## src/rtl/nic_regbank.sv

```systemverilog
module nic_regbank #(
  parameter logic [7:0] ID_LO = 8'h50,
  parameter logic [7:0] ID_HI = 8'h43
) (
  input  logic        clk,
  input  logic        rst_n,
  input  logic        host_wr,
  input  logic [3:0]  host_addr,
  input  logic [7:0]  host_wdata,
  output logic [7:0]  host_rdata,
  input  logic [6:0]  evt_set,
  output logic        irq,
  output logic        tx_go,
  output logic [15:0] tx_addr,
  output logic [15:0] tx_len,
  output logic [15:0] ring_start,
  output logic [15:0] ring_stop,
  output logic [15:0] dma_addr,
  output logic [15:0] dma_count,
  output logic [7:0]  rx_cfg,
  output logic [7:0]  data_cfg,
  output logic [47:0] station_addr,
  output logic [63:0] mcast_hash
);

  logic [7:0]  cmd_q, start_q, stop_q, bnd_q, tsr_q, tpsr_q;
  logic [7:0]  rxcr_q, dcfg_q, imr_q, isr_q, isr_n, cur_q;
  logic [15:0] tcnt_q, rsar_q, rcnt_q;
  logic [5:0][7:0] sta_q;
  logic [7:0][7:0] mch_q;
  logic        tx_go_q;
  logic [15:0] tx_addr_q, tx_len_q;

  wire       cmd_wr   = host_wr && (host_addr == 4'd0);
  wire       reg_wr   = host_wr && (host_addr != 4'd0);
  wire [5:0] idx      = {cmd_q[7:6], host_addr};
  wire       run_cmd  = cmd_wr && !host_wdata[0];
  wire       tx_req   = run_cmd && host_wdata[2];
  wire       dma_zero = run_cmd && (host_wdata[3] || host_wdata[4]) && (rcnt_q == 16'd0);

  always_comb begin
    isr_n = isr_q;
    if (reg_wr && idx == 6'h07) isr_n[6:0] = isr_q[6:0] & ~host_wdata[6:0];
    if (run_cmd)  isr_n[7] = 1'b0;
    if (dma_zero) isr_n[6] = 1'b1;
    if (tx_req)   isr_n[1] = 1'b1;
    isr_n[6:0] = isr_n[6:0] | evt_set;
  end

  always_ff @(posedge clk) begin
    if (!rst_n) begin
      isr_q     <= 8'h80;
      cmd_q     <= '0;
      tsr_q     <= '0;
      tx_go_q   <= 1'b0;
      tx_addr_q <= '0;
      tx_len_q  <= '0;
    end else begin
      isr_q   <= isr_n;
      tx_go_q <= tx_req;
      if (cmd_wr) cmd_q <= tx_req ? (host_wdata & 8'hfb) : host_wdata;
      if (tx_req) begin
        tsr_q     <= 8'h01;
        tx_addr_q <= {tpsr_q, 8'h00};
        tx_len_q  <= tcnt_q;
      end
    end
  end

  always_ff @(posedge clk) begin
    if (!rst_n) begin
      start_q <= '0; stop_q <= '0; bnd_q <= '0; tpsr_q <= '0;
      tcnt_q  <= '0; rsar_q <= '0; rcnt_q <= '0;
      rxcr_q  <= '0; dcfg_q <= '0; imr_q <= '0; cur_q <= '0;
      sta_q   <= '0; mch_q  <= '0;
    end else if (reg_wr) begin
      case (idx)
        6'h01: start_q       <= host_wdata;
        6'h02: stop_q        <= host_wdata;
        6'h03: bnd_q         <= host_wdata;
        6'h04: tpsr_q        <= host_wdata;
        6'h05: tcnt_q[7:0]   <= host_wdata;
        6'h06: tcnt_q[15:8]  <= host_wdata;
        6'h08: rsar_q[7:0]   <= host_wdata;
        6'h09: rsar_q[15:8]  <= host_wdata;
        6'h0a: rcnt_q[7:0]   <= host_wdata;
        6'h0b: rcnt_q[15:8]  <= host_wdata;
        6'h0c: rxcr_q        <= host_wdata;
        6'h0e: dcfg_q        <= host_wdata;
        6'h0f: imr_q         <= host_wdata;
        6'h11: sta_q[0]      <= host_wdata;
        6'h12: sta_q[1]      <= host_wdata;
        6'h13: sta_q[2]      <= host_wdata;
        6'h14: sta_q[3]      <= host_wdata;
        6'h15: sta_q[4]      <= host_wdata;
        6'h16: sta_q[5]      <= host_wdata;
        6'h17: cur_q         <= host_wdata;
        6'h18: mch_q[0]      <= host_wdata;
        6'h19: mch_q[1]      <= host_wdata;
        6'h1a: mch_q[2]      <= host_wdata;
        6'h1b: mch_q[3]      <= host_wdata;
        6'h1c: mch_q[4]      <= host_wdata;
        6'h1d: mch_q[5]      <= host_wdata;
        6'h1e: mch_q[6]      <= host_wdata;
        6'h1f: mch_q[7]      <= host_wdata;
        default: ;
      endcase
    end
  end

  always_comb begin
    host_rdata = 8'h00;
    if (host_addr == 4'd0) host_rdata = cmd_q;
    else begin
      case (idx)
        6'h03: host_rdata = bnd_q;
        6'h04: host_rdata = tsr_q;
        6'h07: host_rdata = isr_q;
        6'h08: host_rdata = rsar_q[7:0];
        6'h09: host_rdata = rsar_q[15:8];
        6'h0a: host_rdata = ID_LO;
        6'h0b: host_rdata = ID_HI;
        6'h11: host_rdata = sta_q[0];
        6'h12: host_rdata = sta_q[1];
        6'h13: host_rdata = sta_q[2];
        6'h14: host_rdata = sta_q[3];
        6'h15: host_rdata = sta_q[4];
        6'h16: host_rdata = sta_q[5];
        6'h17: host_rdata = cur_q;
        6'h18: host_rdata = mch_q[0];
        6'h19: host_rdata = mch_q[1];
        6'h1a: host_rdata = mch_q[2];
        6'h1b: host_rdata = mch_q[3];
        6'h1c: host_rdata = mch_q[4];
        6'h1d: host_rdata = mch_q[5];
        6'h1e: host_rdata = mch_q[6];
        6'h1f: host_rdata = mch_q[7];
        6'h21: host_rdata = start_q;
        6'h22: host_rdata = stop_q;
        default: host_rdata = 8'h00;
      endcase
    end
  end

  assign irq          = |(isr_q[6:0] & imr_q[6:0]);
  assign tx_go        = tx_go_q;
  assign tx_addr      = tx_addr_q;
  assign tx_len       = tx_len_q;
  assign ring_start   = {start_q, 8'h00};
  assign ring_stop    = {stop_q, 8'h00};
  assign dma_addr     = rsar_q;
  assign dma_count    = rcnt_q;
  assign rx_cfg       = rxcr_q;
  assign data_cfg     = dcfg_q;
  assign station_addr = sta_q;
  assign mcast_hash   = mch_q;

endmodule

```

## config.mk

```make
export PLATFORM = sky130hd
export DESIGN_NAME = nic_regbank
export DESIGN_NICKNAME = d
export VERILOG_FILES = /design/src/rtl/nic_regbank.sv
export SDC_FILE = /design/constraint.sdc
export NUM_CORES = 1
export LEC_CHECK = 0
export BUFFER_PORTS_ARGS = -buffer_cell sky130_fd_sc_hd__buf_2
export CAP_MARGIN = 20
export CORE_MARGIN = 3
export CORE_UTILIZATION = 45
export DETAILED_ROUTE_END_ITERATION = 8
export GPL_ROUTABILITY_DRIVEN = 0
export PLACE_DENSITY = 0.68
export SETUP_SLACK_MARGIN = 0.05
export SYNTH_ARGS = -nofsm -noshare
export SYNTH_HDL_FRONTEND = slang
export SYNTH_SLANG_ARGS = --single-unit
```

## constraint.sdc

```tcl
create_clock -name clk -period 8.1 [get_ports clk]
set_clock_uncertainty 0.2 [all_clocks]
set_input_delay 1.62 -clock clk [delete_from_list [all_inputs] [get_ports clk]]
set_output_delay 1.62 -clock clk [all_outputs]
set_load 0.01 [all_outputs]
```

==> reports/metrics.cfg, run 1 <==
[sta]
rsz0062_at_grt = false
tightestPinTransition_ns = 1.09
hold_viol_final = 0
layout_min_cycle_time_ns = 6.08
post-route-period-util = 0.750
relSlewSlack = 0.274
fmax_mhz = 165
report.final.slew_viol_count = 0
tns_ns = 0
finalSetupViolCount = 0

[pwr]
p_leak_nw = 5.82
switching_share = 0.241
power_frac_clock = 0.457
switchingPower_w = 0.000660
power.share.combinational = 0.060
power.internal_w = 0.00208
powerDensity_nw_per_um2 = 194
irDropWorstVdd_mv = 0.127
p_seq_frac = 0.483
p_total_w = 0.00274

[job]
max-cap-violations = 0

[route]
wl_per_cell_um = 23.3
drt_iter0_drc = 1185
ant_nets = 0
num_vias = 10500
vias_per_cell = 5.85
drtPass1Iterations = 5
drcViolationCount = 0
routed_wl_um = 41800

[logic_synthesis]
synthTopCellsByArea = dfxtp_1 43%, mux2i_1 13%, nor2b_1 7.9%
yosysTopAreaCellShare = 0.434
synth.top_cells.by_count = 265 x dfxtp_1, 160 x mux2i_1, 154 x nor2b_1
yosysMostFrequentCell = dfxtp_1
synth_edf_count = 0
ys_seq_elements = 265
syn-instance-count = 1278
yosys_warnings = 0
synth_cell_type_count = 75
synth_top_area_cell = dfxtp_1
async_flop_share = 0
syn_area_sq_um = 12200
avgSynthCellArea_sq_um = 9.57
yosysSeqAreaShare = 0.434
ys.flop_type = dfxtp_1

[global_route]
overflow = 0
antenna_found_initial = 0
first_global_vias = 9715
grt_max_degree = 155
grt_pass1_wl_um = 61200
grtUsageTotal = 0.272

[floorplan]
dieWidth_um = 171
core-area_sq_um = 26400
start_util = 0.464
ios = 256
rows = 59
fp.dieH_um = 171
dieArea_sq_um = 29200

[clock_tree]
cts_resized = 0
cts-buffers-inserted = 28
cts_tree = yes
clkTransAtPathRegs_ns = 0.06
cts_hold_buf = 0
postCtsSetupBuffers = 0
cts_sinks = 265
clk_latency_ns = 0.54
cts_buffer_depth = 3
clockRootBuffer = clkbuf_16
h-tree-depth = 1

[cells_and_area]
postLayoutCellArea_sq_um = 14100
fin_cells = 1794
multi_input_area_sq_um = 6220
nNetsFinal = 1460
n_fill_cell = 2485
drive_above_1_share = 0.231
diodes = 0
areaGrowthSynthToFinish_pct = 15.3
regArea_sq_um = 5310

[setup_path]
r2r-start = cmd_q[6]$_SDFFE_PN0N_
worst_r2r_path_depth = 6
startpoint = host_addr[0]
end_kind = output pin
worstReg2RegEnd = station_addr[24]$_SDFFE_PN0P_
endpoint = host_rdata[5]
worstSetupPathType = in -> out
cp_max_fo = 29
r2r_slack_ns = 5.01
cp_data_arrival_time_ns = 4.26
cp-start-kind = input pin
crit_required_ns = 6.28

[placed_design]
port_buffers = 231
placedCellCount = 1743
dp_hpwl_um = 28800
placed_cell_area_sq_um = 13200

[worst_hold_path]
hp-class = reg -> reg

[outcome]
outcome = completed

-- kinds of logic (layout without fill, tap and decap cells) --
family	after synthesis	count (layout)	synth area share
other	1	24	0.000307
AO/OA/AOI/OAI	213	213	0.128
buffers and inverters	140	298	0.0654
multiplexers	169	169	0.140
flip-flops	265	265	0.434
AND/OR/NAND/NOR	490	490	0.233
-- metrics by stage --
| stage | util | hold WS, ns | worst slack, ns |
|---|---|---|---|
| floorplan | - | 0.230 | 3.11 |
| detailed placement | 0.501 | 0.241 | 2.14 |
| global route | 0.535 | 0.266 | 1.98 |
| global placement | 0.501 | 0.238 | 2.24 |
| finish | 0.535 | 0.247 | 2.02 |
| CTS | 0.535 | 0.251 | 2.15 |
-- worst max-delay path: stages --
cell       delay (ns)
buf_2            0.60
nand4bb_1        0.52
nor2_1           0.22
a22oi_1          0.25
nand4_1          0.21
or4_1            0.64
buf_2            0.18
-- metal layers --
layer | vias to the layer above | track usage | part of all wire
li1 | 4776 | - | -
met4 | 0 | 0.104 | 0.043
met3 | 120 | 0.0531 | 0.095
met2 | 617 | 0.424 | 0.44
met1 | 4974 | 0.374 | 0.42
met5 | - | 0 | 0
-- power groups by stage --
stage	registers [W]	logic, W	clock network, W
floorplan	0.00135	0.000126	0
global placement	0.00135	0.000158	0
detailed placement	0.00135	0.000160	0
CTS	0.00132	0.000160	0.00127
global route	0.00132	0.000173	0.00132
finish	0.00132	0.000164	0.00125
-- sequential cells by signal, indices dropped and copies added (netlist names), 16 cells and up --
register / cells
station_addr: 48
mcast_hash: 64
dma_count: 16
tcnt_q: 16
tx_len: 16
dma_addr: 16
-- layout make-up --
cell class / count / share of cell area
Clock buffer: 40 / 0.0593
Clock inverter: 11 / 0.00479
Inverter: 7 / 0.00186
Multi-Input combinational cell: 896 / 0.441
Sequential cell: 265 / 0.376
Tap cell: 335 / 0.0297
Timing Repair Buffer: 240 / 0.0872
-- worst min-delay path by stage --
stage                                   startpoint                  endpoint  slack [ns]  cells past startpoint
after floorplan             tpsr_q[2]$_SDFFE_PN0P_  tx_addr[10]$_SDFFE_PN0P_        0.23                      2
after global placement      tpsr_q[6]$_SDFFE_PN0P_  tx_addr[14]$_SDFFE_PN0P_        0.24                      2
after detailed placement  tx_addr[11]$_SDFFE_PN0P_  tx_addr[11]$_SDFFE_PN0P_        0.24                      2
after CTS                 tx_addr[11]$_SDFFE_PN0P_  tx_addr[11]$_SDFFE_PN0P_        0.25                      2
after global routing      tx_addr[11]$_SDFFE_PN0P_  tx_addr[11]$_SDFFE_PN0P_        0.27                      2
final                     tx_addr[11]$_SDFFE_PN0P_  tx_addr[11]$_SDFFE_PN0P_        0.25                      2
-- placed cells by master, fill, tap and decap left out, types with 4 or more instances in the layout --
master      instances
a21boi_0           63
a21boi_1           19
a21oi_1             8
a22o_1              6
a22oi_1            38
a31oi_1             9
a32oi_1            16
and2_1              6
buf_2             230
buf_4               9
clkbuf_1            4
clkbuf_16          29
clkbuf_8            7
clkinv_2            6
clkinvlp_4          5
conb_1             24
dfxtp_1           265
inv_1               7
mux2_2              7
mux2i_1           160
nand2_1           134
nand2_2             6
nand3_1            91
nand4_1            14
nor2_1             16
nor2b_1           154
nor3_1              6
nor3_4              9
nor4_1              9
o21ai_0            29
o21ai_1             5
or4_1               4
Power figures use the tool's default switching activity.
==> inputs of run 2 (changes only) <==
==> constraint.sdc (replaced) <==
create_clock -name clk -period 5.6 [get_ports clk]
set_clock_uncertainty 0.2 [all_clocks]
set_input_delay 1.12 -clock clk [delete_from_list [all_inputs] [get_ports clk]]
set_output_delay 1.12 -clock clk [all_outputs]
set_load 0.01 [all_outputs]
==> reports/metrics.cfg, run 2 (synthesis results as in run 1) <==
[outcome]
outcome = completed

[route]
routed_wl_um = 42000
drt_iter0_drc = 1200
drtPass1Iterations = 6
vias_per_cell = 5.79
ant_nets = 0
drcViolationCount = 0
num_vias = 10400
wl_per_cell_um = 23.4

[cells_and_area]
nNetsFinal = 1462
diodes = 0
fin_cells = 1796
drive_above_1_share = 0.230
layout_common_cells = 265 x dfxtp_1, 230 x buf_2, 160 x mux2i_1
largest_register_ffs = 64
areaGrowthSynthToFinish_pct = 16.1
final_common_cell = dfxtp_1

[sta]
fmax_mhz = 204
relSlewSlack = 0.260
report.final.slew_viol_count = 0
rsz0062_at_grt = false
layout_min_cycle_time_ns = 4.90
finalSetupViolCount = 0
post-route-period-util = 0.874
holdWs_ns = 0.249
hold_viol_final = 0
tightestPinTransition_ns = 1.11
tns_ns = 0

[setup_path]
end_kind = output pin
worstSetupPathType = in -> out
crit_top_cell = buf_2
cp_cell_sequence = buf_2, nor2_2, and3_1, a22oi_1, nand2_1, or4_1, buf_2
cp-start-kind = input pin
worst_path_max_delay_cell = buf_2
max_stage_delay_ns = 0.59
cp_data_arrival_time_ns = 3.58
cp_max_fo = 29
crit_required_ns = 4.28

[clock_tree]
cts_buffer_depth = 3
cts_hold_buf = 0
cts_resized = 0
cts_tree = yes
cts-buffers-inserted = 27
cts_sinks = 265
h-tree-depth = 1
postCtsSetupBuffers = 0
clockRootBuffer = clkbuf_16
clkTransAtPathRegs_ns = 0.06
clk_latency_ns = 0.53

[placed_design]
placedCellCount = 1746
dp_hpwl_um = 29100
port_buffers = 231

[floorplan]
ios = 256
fp.dieH_um = 171
core-area_sq_um = 26400
start_util = 0.464
dieArea_sq_um = 29200
dieWidth_um = 171
rows = 59

[job]
max-cap-violations = 0

[global_route]
overflow = 0
antenna_found_initial = 0
grt_max_degree = 150
grt_pass1_wl_um = 61900
grtUsageTotal = 0.275
first_global_vias = 9761

[worst_hold_path]
hp-class = reg -> reg

[pwr]
irDropWorstVdd_mv = 0.171
powerDensity_nw_per_um2 = 289
p_total_w = 0.00410
p_leak_nw = 5.87

## run 2: per-layer routing
layer	wire length (um)	vias to the layer above	global-route usage
met2	19000	571	0.440
met5	0	-	0
met4	1540	0	0.0931
met1	17500	4938	0.372
li1	-	4783	-
met3	3880	107	0.0591
## run 2: worst max-delay path: cells and delay by family
family	cells	cell delay (ns)
AOI/OAI and AO/OA	1	0.28
buffers and inverters	2	0.77
and+or+nand+nor	4	1.37
## run 2: path summary, 6_finish.rpt
kind	start	slack, ns	cells past startpoint	endpoint
setup / recovery	host_addr[0]	0.70	7	host_rdata[5]
hold / removal	tx_len[9]$_SDFFE_PN0P_	0.25	2	tx_len[9]$_SDFFE_PN0P_
setup reg to reg	cmd_q[6]$_SDFFE_PN0N_	2.19	6	mcast_hash[40]$_SDFFE_PN0P_
hold reg to reg	tx_len[9]$_SDFFE_PN0P_	0.25	2	tx_len[9]$_SDFFE_PN0P_
## run 2: power by group
part	total, W	switching (W)	internal [W]
clock	0.00195	0.000759	0.00119
combinational	0.000236	0.000167	0.0000691
sequential	0.00191	0.0000154	0.00190
total	0.00410	0.000941	0.00316
## run 2: layout make-up
class	count	area, sq um
clock buffers	39	771
clock inverters	11	190
fillers	2428	12200
inverters	7	26.3
multi-input cells	896	6220
flip-flops and latches	265	5310
well taps	335	419
repair buffers	243	1260
## run 2: metrics by stage
stage          setup WS (ns)  utilization  instance area (sq um)
2_1_floorplan           1.61            -                  12300
3_3_place_gp           0.865        0.502                  13200
3_5_place_dp           0.799        0.502                  13200
4_1_cts                0.799        0.539                  14200
5_1_grt                0.625        0.539                  14200
6_report               0.705        0.539                  14200
